File: config.mk
export PLATFORM = sky130hd
export DESIGN_NAME = tsw_cpu_port
export DESIGN_NICKNAME = d
export VERILOG_FILES = /design/src/rtl/tsw_cpu_pkg.sv /design/src/rtl/tsw_addr_decode.sv /design/src/rtl/tsw_page_reg.sv /design/src/rtl/tsw_rdata_mux.sv /design/src/rtl/tsw_cpu_port.sv
export SDC_FILE = /design/constraint.sdc
export NUM_CORES = 1
export LEC_CHECK = 0
export BUFFER_PORTS_ARGS = -buffer_cell sky130_fd_sc_hd__buf_2
export CAP_MARGIN = 5
export CORE_UTILIZATION = 33
export CTS_BUF_LIST = sky130_fd_sc_hd__clkbuf_8
export DETAILED_ROUTE_END_ITERATION = 12
export PLACE_DENSITY = 0.74
export REMOVE_ABC_BUFFERS = 1
export SLEW_MARGIN = 15
export SYNTH_ARGS = -nofsm -noshare
export SYNTH_HDL_FRONTEND = slang
export SYNTH_SLANG_ARGS = --single-unit
export TNS_END_PERCENT = 1
File: constraint.sdc
create_clock -name clk -period 1.2 [get_ports clk]
set_input_delay 0.18 -clock clk [delete_from_list [all_inputs] [get_ports clk]]
set_output_delay 0.18 -clock clk [all_outputs]
set_load 0.01 [all_outputs]
File: src/rtl/tsw_cpu_pkg.sv
package tsw_cpu_pkg;

  typedef enum logic [1:0] {
    SEL_NONE = 2'b00,
    SEL_DM   = 2'b01,
    SEL_CML  = 2'b10,
    SEL_CMH  = 2'b11
  } mem_sel_e;

  typedef struct packed {
    logic dm_rd;
    logic cml_rd;
    logic cmh_rd;
    logic cml_wr;
    logic cmh_wr;
  } mem_strb_t;

  localparam int SPLIT_BIT = 7;
  localparam int MSG_BIT   = 6;

  // Route a memory-space access to exactly one array, or none.
  function automatic mem_strb_t route_access(logic split, mem_sel_e sel,
                                             logic rd, logic wr);
    mem_strb_t s;
    s = '0;
    if (rd) begin
      if (split) s.dm_rd = 1'b1;
      else begin
        s.dm_rd  = (sel == SEL_DM);
        s.cml_rd = (sel == SEL_CML);
        s.cmh_rd = (sel == SEL_CMH);
      end
    end
    if (wr) begin
      if (split) s.cml_wr = 1'b1;
      else begin
        s.cml_wr = (sel == SEL_CML);
        s.cmh_wr = (sel == SEL_CMH);
      end
    end
    return s;
  endfunction

endpackage

File: src/rtl/tsw_addr_decode.sv
module tsw_addr_decode #(
  parameter int ADDR_W = 6
) (
  input  logic              cs_i,
  input  logic              rd_i,
  input  logic              wr_i,
  input  logic [ADDR_W-1:0] addr_i,
  output logic              page_rd_o,
  output logic              page_wr_o,
  output logic              mem_rd_o,
  output logic              mem_wr_o,
  output logic              hole_acc_o
);
  logic rd_eff, wr_eff, mem_space, page_slot;

  assign rd_eff    = cs_i & rd_i & ~wr_i;
  assign wr_eff    = cs_i & wr_i;
  assign mem_space = addr_i[ADDR_W-1];
  assign page_slot = ~mem_space & ~addr_i[1] & ~addr_i[0];

  assign page_rd_o  = rd_eff & page_slot;
  assign page_wr_o  = wr_eff & page_slot;
  assign mem_rd_o   = rd_eff & mem_space;
  assign mem_wr_o   = wr_eff & mem_space;
  assign hole_acc_o = (rd_eff | wr_eff) & ~mem_space & ~page_slot;
endmodule

File: src/rtl/tsw_page_reg.sv
module tsw_page_reg #(
  parameter int DATA_W = 8
) (
  input  logic              clk,
  input  logic              rst_n,
  input  logic              we_i,
  input  logic [DATA_W-1:0] wdata_i,
  output logic [DATA_W-1:0] q_o
);
  always_ff @(posedge clk or negedge rst_n) begin
    if (!rst_n)    q_o <= '0;
    else if (we_i) q_o <= wdata_i;
  end
endmodule

File: src/rtl/tsw_rdata_mux.sv
module tsw_rdata_mux #(
  parameter int DATA_W = 8
) (
  input  logic              page_rd_i,
  input  logic              dm_rd_i,
  input  logic              cml_rd_i,
  input  logic              cmh_rd_i,
  input  logic [DATA_W-1:0] page_i,
  input  logic [DATA_W-1:0] dm_i,
  input  logic [DATA_W-1:0] cml_i,
  input  logic [DATA_W-1:0] cmh_i,
  output logic [DATA_W-1:0] rdata_o
);
  // AND-OR select; sources are mutually exclusive.
  assign rdata_o = ({DATA_W{page_rd_i}} & page_i)
                 | ({DATA_W{dm_rd_i}}   & dm_i)
                 | ({DATA_W{cml_rd_i}}  & cml_i)
                 | ({DATA_W{cmh_rd_i}}  & cmh_i);
endmodule

File: src/rtl/tsw_cpu_port.sv
module tsw_cpu_port #(
  parameter int CHAN_W = 5,
  parameter int STRM_W = 3,
  parameter int DATA_W = 8
) (
  input  logic                       clk,
  input  logic                       rst_n,
  input  logic                       cs_i,
  input  logic                       rd_i,
  input  logic                       wr_i,
  input  logic [CHAN_W:0]            addr_i,
  input  logic [DATA_W-1:0]          wdata_i,
  output logic [DATA_W-1:0]          rdata_o,
  output logic                       msg_en_o,
  output logic [STRM_W+CHAN_W-1:0]   mem_addr_o,
  output logic [DATA_W-1:0]          mem_wdata_o,
  output logic                       dm_rd_o,
  output logic                       cml_rd_o,
  output logic                       cmh_rd_o,
  output logic                       cml_wr_o,
  output logic                       cmh_wr_o,
  input  logic [DATA_W-1:0]          dm_rdata_i,
  input  logic [DATA_W-1:0]          cml_rdata_i,
  input  logic [DATA_W-1:0]          cmh_rdata_i
);
  import tsw_cpu_pkg::*;

  localparam int ADDR_W = CHAN_W + 1;
  localparam int SEL_LO = STRM_W;

  // Named internal events for the checker.
  logic              page_rd_ev, page_wr_ev, mem_rd_ev, mem_wr_ev, hole_ev;
  logic [DATA_W-1:0] page_q;
  mem_sel_e          sel;
  logic              split;
  mem_strb_t         strb;

  tsw_addr_decode #(.ADDR_W(ADDR_W)) u_dec (
    .cs_i      (cs_i),
    .rd_i      (rd_i),
    .wr_i      (wr_i),
    .addr_i    (addr_i),
    .page_rd_o (page_rd_ev),
    .page_wr_o (page_wr_ev),
    .mem_rd_o  (mem_rd_ev),
    .mem_wr_o  (mem_wr_ev),
    .hole_acc_o(hole_ev)
  );

  tsw_page_reg #(.DATA_W(DATA_W)) u_page (
    .clk    (clk),
    .rst_n  (rst_n),
    .we_i   (page_wr_ev),
    .wdata_i(wdata_i),
    .q_o    (page_q)
  );

  assign split = page_q[SPLIT_BIT];
  assign sel   = mem_sel_e'(page_q[SEL_LO+1:SEL_LO]);
  assign strb  = route_access(split, sel, mem_rd_ev, mem_wr_ev);

  assign dm_rd_o     = strb.dm_rd;
  assign cml_rd_o    = strb.cml_rd;
  assign cmh_rd_o    = strb.cmh_rd;
  assign cml_wr_o    = strb.cml_wr;
  assign cmh_wr_o    = strb.cmh_wr;
  assign msg_en_o    = page_q[MSG_BIT];
  assign mem_addr_o  = {page_q[STRM_W-1:0], addr_i[CHAN_W-1:0]};
  assign mem_wdata_o = wdata_i;

  tsw_rdata_mux #(.DATA_W(DATA_W)) u_mux (
    .page_rd_i(page_rd_ev),
    .dm_rd_i  (strb.dm_rd),
    .cml_rd_i (strb.cml_rd),
    .cmh_rd_i (strb.cmh_rd),
    .page_i   (page_q),
    .dm_i     (dm_rdata_i),
    .cml_i    (cml_rdata_i),
    .cmh_i    (cmh_rdata_i),
    .rdata_o  (rdata_o)
  );
endmodule

# Word-level counts from Yosys, hierarchy flattened
# Index checks and enable logic that the tools add are counted.
dict set report classes {
  n_mux 6
  n_bitwise 20
  eq_ne 3
}
# operator count
set op_table {}
lappend op_table {{$and A8 B8 Y8} 4}
lappend op_table {{$or A8 B8 Y8} 3}
lappend op_table {{$and A1 B1 Y1} 9}
lappend op_table {{$eq A2 B2 Y1 const B} 2}
lappend op_table {{$mux W2} 2}
lappend op_table {{$not A1 Y1} 4}
lappend op_table {{$mux W1} 3}
lappend op_table {{$mux W3} 1}
lappend op_table {{$eq A2 B1 Y1 const B} 1}
dict set report totals {
  inputBits 43
  reg_bits 8
}

# Logic depth before layout (Yosys ltp)
dict set report logic_depth {
  depth_word 8
  depth_mapped 4
  depth_no_buf 3
}

# Modules after synthesis
# From an unflattened synthesis, not the netlist that was laid out.
dict set report hier_totals {
  hier_cells 74
  hier_area_um2 780.7
}
# mod area_per_inst_um2 cells_per_inst n_inst seq_area_each_um2
set modules_own_cells {}
lappend modules_own_cells {tsw_page_reg 331.6 17 1 200.2}
lappend modules_own_cells {tsw_rdata_mux 225.2 28 1 0.0}
lappend modules_own_cells {tsw_cpu_port 160.2 21 1 0.0}
lappend modules_own_cells {tsw_addr_decode 63.8 8 1 0.0}

# Worst setup path after synthesis
# OpenSTA, ideal clock, no wires.
dict set report synth_path {
  path_kind {register to output}
  startpoint {register u_page.q_o[4]}
  endpoint {output rdata_o[0]}
  path_buffers 0
  path_stages_with_launch 4
  required_ns 1.020
  t_arrival_ns 1.246
  slack_ns -0.226
  path_cell_list {dfrtp_1 > nand2b_1 > a211oi_4 > a221o_1}
}
dict set report synth_via {
  elab_chain_cells 7
}
# element line
set synth_rtl {}
lappend synth_rtl {{from (decl)} tsw_page_reg.sv:8} ;# output logic [DATA_W-1:0] q_o
lappend synth_rtl {{from (signal assigned)} tsw_page_reg.sv:12} ;# else if (we_i) q_o <= wdata_i;
lappend synth_rtl {{$eq A2 B1 Y1} tsw_cpu_pkg.sv:29} ;# s.dm_rd = (sel == SEL_DM);
lappend synth_rtl {{$mux W1} tsw_cpu_pkg.sv:27} ;# if (split) s.dm_rd = 1'b1;
lappend synth_rtl {{$mux W3} tsw_cpu_pkg.sv:26} ;# if (rd) begin
lappend synth_rtl {{net dm_rd_o} tsw_cpu_port.sv:17} ;# output logic dm_rd_o,
lappend synth_rtl {{$and A8 B8 Y8} tsw_rdata_mux.sv:16} ;# | ({DATA_W{dm_rd_i}} & dm_i)
lappend synth_rtl {{$or A8 B8 Y8} tsw_rdata_mux.sv:16}
lappend synth_rtl {{$or A8 B8 Y8} tsw_rdata_mux.sv:17} ;# | ({DATA_W{cml_rd_i}} & cml_i)
lappend synth_rtl {{$or A8 B8 Y8} tsw_rdata_mux.sv:18} ;# | ({DATA_W{cmh_rd_i}} & cmh_i);
lappend synth_rtl {{to (decl)} tsw_cpu_port.sv:13} ;# output logic [DATA_W-1:0] rdata_o,
# The timed path passes the listed nets, and every way through them passes these cells.

# Worst setup path in the final report
dict set report layout_path {
  startpoint {register u_page.q_o[7]}
  endpoint {output rdata_o[4]}
}
dict set report layout_via {
  elab_chain_cells 6
}
# element line
set layout_rtl {}
lappend layout_rtl {{$mux W1} tsw_cpu_pkg.sv:27}
lappend layout_rtl {{$mux W3 (*)} tsw_cpu_pkg.sv:26}
lappend layout_rtl {{$and A8 B8 Y8} tsw_rdata_mux.sv:16}
lappend layout_rtl {{$or A8 B8 Y8} tsw_rdata_mux.sv:16}
lappend layout_rtl {{$or A8 B8 Y8} tsw_rdata_mux.sv:17}
lappend layout_rtl {{$or A8 B8 Y8 (*)} tsw_rdata_mux.sv:18}
# Every way passes the cells marked *; elsewhere a longest branch is shown, timed or not.

==> results.toml <==
[logic_synthesis]
syn_inst = 74
synth_top_cell_area_share_pct = 26.5
synth_area_um2 = 756
synth_commonest_cells = "buf_4, nor3_1"
synth-edff-count = 0
synth-main-ff-cell = "dfrtp_1"
avgSynthCellArea_um2 = 10.2
yosys.cell_count.top_type = "buf_4"
seq_area_frac_synth_pct = 26.5
yosys-top-cells-area = "dfrtp_1, buf_4, mux2_2"
yosys_register_bits = 8
yosys.area.top_type = "dfrtp_1"
yosysUniqueCellTypes = 16
ys_warn_count = 0
async_flop_share_pct = 100

[critical_path]
rr_startpoint = "u_page.q_o[3]"
cp_slowest_cell = "dfrtp_1"
cp_max_fo = 10
arrival_ns = 1.47
crit_chain = "nand3b_1 > buf_6 > nor3_1 > a221o_1 > buf_2"
crit_start = "u_page.q_o[7]"
start_kind = "flop"
crit_path_max_incr_delay_ns = 0.39
crit_required_ns = 1.02
end_kind = "output pin"
ff2ff_path_depth = 2
path_class = "flop to output pin"

[drt]
drt_iter0_markers = 6
viasPerCell = 4.87
vias = 818
routedWlPerCell_um = 12.6
drtPass1Iterations = 4
wl_um = 2120
drtAntennaViolNets = 0
drc_errors = 0

[timing]
fmax_mhz = 607
slew_violations = 0
worst_slack_ns = -0.448
finalCritPeriodShare_pct = 137
setup_viol = 13
fin_crit_ns = 1.65
fin_skew_ns = 0
rsz0062_at_grt = "yes"
worstMarginPinSlew_ns = 0.225
slew_headroom_pct = 84.9
hold_violations = 0

[cells_and_area]
regMostFlops = "u_page.q_o"
stdcell_count = 168
area_growth_pct = 55.3
top_regs = "u_page.q_o (8)"
final_area_mm2 = 0.00117
n_antenna_cell = 0
drive_gt1_share_pct = 70.9
largest_reg_flops = 8
final_nets = 186

[placed_design]
dp.cells = 162
hpwl_um = 1710
numPortBuffers = 66
gp_congestion = 0.753
post_dp_cell_area_mm2 = 0.00109

[power_and_ir_drop]
power.density_mw_per_mm2 = 1040
p_comb_share_pct = 42.9
pwr-share-clk_pct = 25.5
leakagePower_nw = 0.631
p_sw_share_pct = 31.6
vdd_drop_max_mv = 0.717
p_sw_uw = 384
intPower_uw = 832
p_seq_share_pct = 31.6

[global_routing]
grt_pass1_vias = 757
grt_pass1_wl_um = 3250
gr-total-overflow = 0
grt_util_all_layers_pct = 16.8
grt_max_degree = 12
antenna_found_initial = 0

[worst_hold_path]
min_from = "wdata_i[0]"
min_path_cells = 2
hold_path.class = "input pin to flop"

[die]
initial_utilization_pct = 36.7
rows = 16
die_h_um = 49.9
die-width_um = 49.9
dieArea_mm2 = 0.00249
top_level_ports = 73
core_mm2 = 0.00206

[run_status]
outcome = "complete, but fails checks"
violations = "negative setup slack"

[clocking]
cts_num_sinks = 8
cts_max_level = 1
tritoncts = "built"
insertion_delay_ns = 0.22
path_clk_slew_ns = 0.04
cts_inserted_buffers = 3
cts-root-buf = "clkbuf_8"
clk_path_buf_depth = 2

[run]
max_cap_viol_count = 0
==> cells by family after synthesis <==
family / after synthesis / share of synthesized area, %
DFF: 8 / 26.5
AOI/OAI and AO/OA: 10 / 13.9
muxes: 16 / 22.5
and+or+nand+nor: 18 / 17.7
buffers and inverters: 22 / 19.4
==> final cells by class <==
cell class / instances / area [um^2]
well taps: 27 / 33.8
multi-input cells: 44 / 418
repair buffers: 83 / 469
fillers: 185 / 888
inverters: 3 / 11.3
clock buffers: 3 / 41.3
flip-flops and latches: 8 / 200
==> cells in the final DEF (no fill, tap or decap) <==
master / instances
buf_6: 3
dfrtp_1: 8
dlygate4sd3_1: 1
mux2_2: 8
nor4_4: 1
clkbuf_8: 3
inv_1: 3
nand2b_1: 1
buf_4: 12
nor3_1: 11
a21oi_1: 1
a221o_1: 8
a211oi_4: 1
buf_2: 67
nand2_2: 1
nand3b_4: 1
mux2i_1: 7
nor4_2: 1
mux2i_2: 1
nand3b_1: 1
nor3_2: 1
==> worst paths after layout <==
kind / slack [ns] / endpoint
setup / recovery: -0.45 / rdata_o[4]
hold / removal: 0.20 / u_page.q_o[0]
setup reg to reg: 0.26 / u_page.q_o[3]
hold reg to reg: 0.53 / u_page.q_o[5]
max in group asynchronous: 0.70 / u_page.q_o[7]
min in group asynchronous: 0.34 / u_page.q_o[5]
==> worst max-delay path, delay by kind of cell, from the launching register on <==
family | cells | cell delay, ns
compound gates | 1 | 0.16
buf+inv | 2 | 0.28
flops | 1 | 0.39
simple gates | 2 | 0.40
==> per-layer routing <==
layer	GRT usage [%]	routed length [um]
met5	0	0
met4	8.57	13
met1	19.2	830
met2	29.5	1090
met3	2.78	188
==> metrics by stage <==
| step | total power [mW] | setup TNS, ns | worst slack (ns) | util [%] | hold slack, ns |
|---|---|---|---|---|---|
| floorplan | 0.607 | -3.75 | -0.437 | - | -0.116 |
| global placement | 0.858 | -1.85 | -0.209 | 52.9 | 0.0230 |
| detailed placement | 0.876 | -2.13 | -0.225 | 52.9 | 0.0226 |
| CTS | 1.22 | -4.44 | -0.421 | 56.6 | 0.200 |
| global route | 1.28 | -5.58 | -0.492 | 56.9 | 0.210 |
| finish | 1.22 | -4.70 | -0.448 | 56.9 | 0.202 |
==> power groups by stage <==
stage / combinational (mW) / sequential [mW] / clock (mW)
2_1_floorplan: 0.186 / 0.421 / 0
3_3_place_gp: 0.478 / 0.381 / 0
3_5_place_dp: 0.491 / 0.386 / 0
4_1_cts: 0.519 / 0.385 / 0.318
5_1_grt: 0.559 / 0.394 / 0.329
6_report: 0.522 / 0.385 / 0.310
==> timing repair <==
item | 4_1_cts | 5_1_grt
gates resized for setup | 5 | 0
endpoints found under the hold margin | 8 | 0
buffers inserted | 0 | 1
hold buffers | 1 | 0
endpoints found under the setup margin | 13 | 13
cloned | 1 | 0
pin swaps | 5 | 0
(Power assumes the default switching activity.)
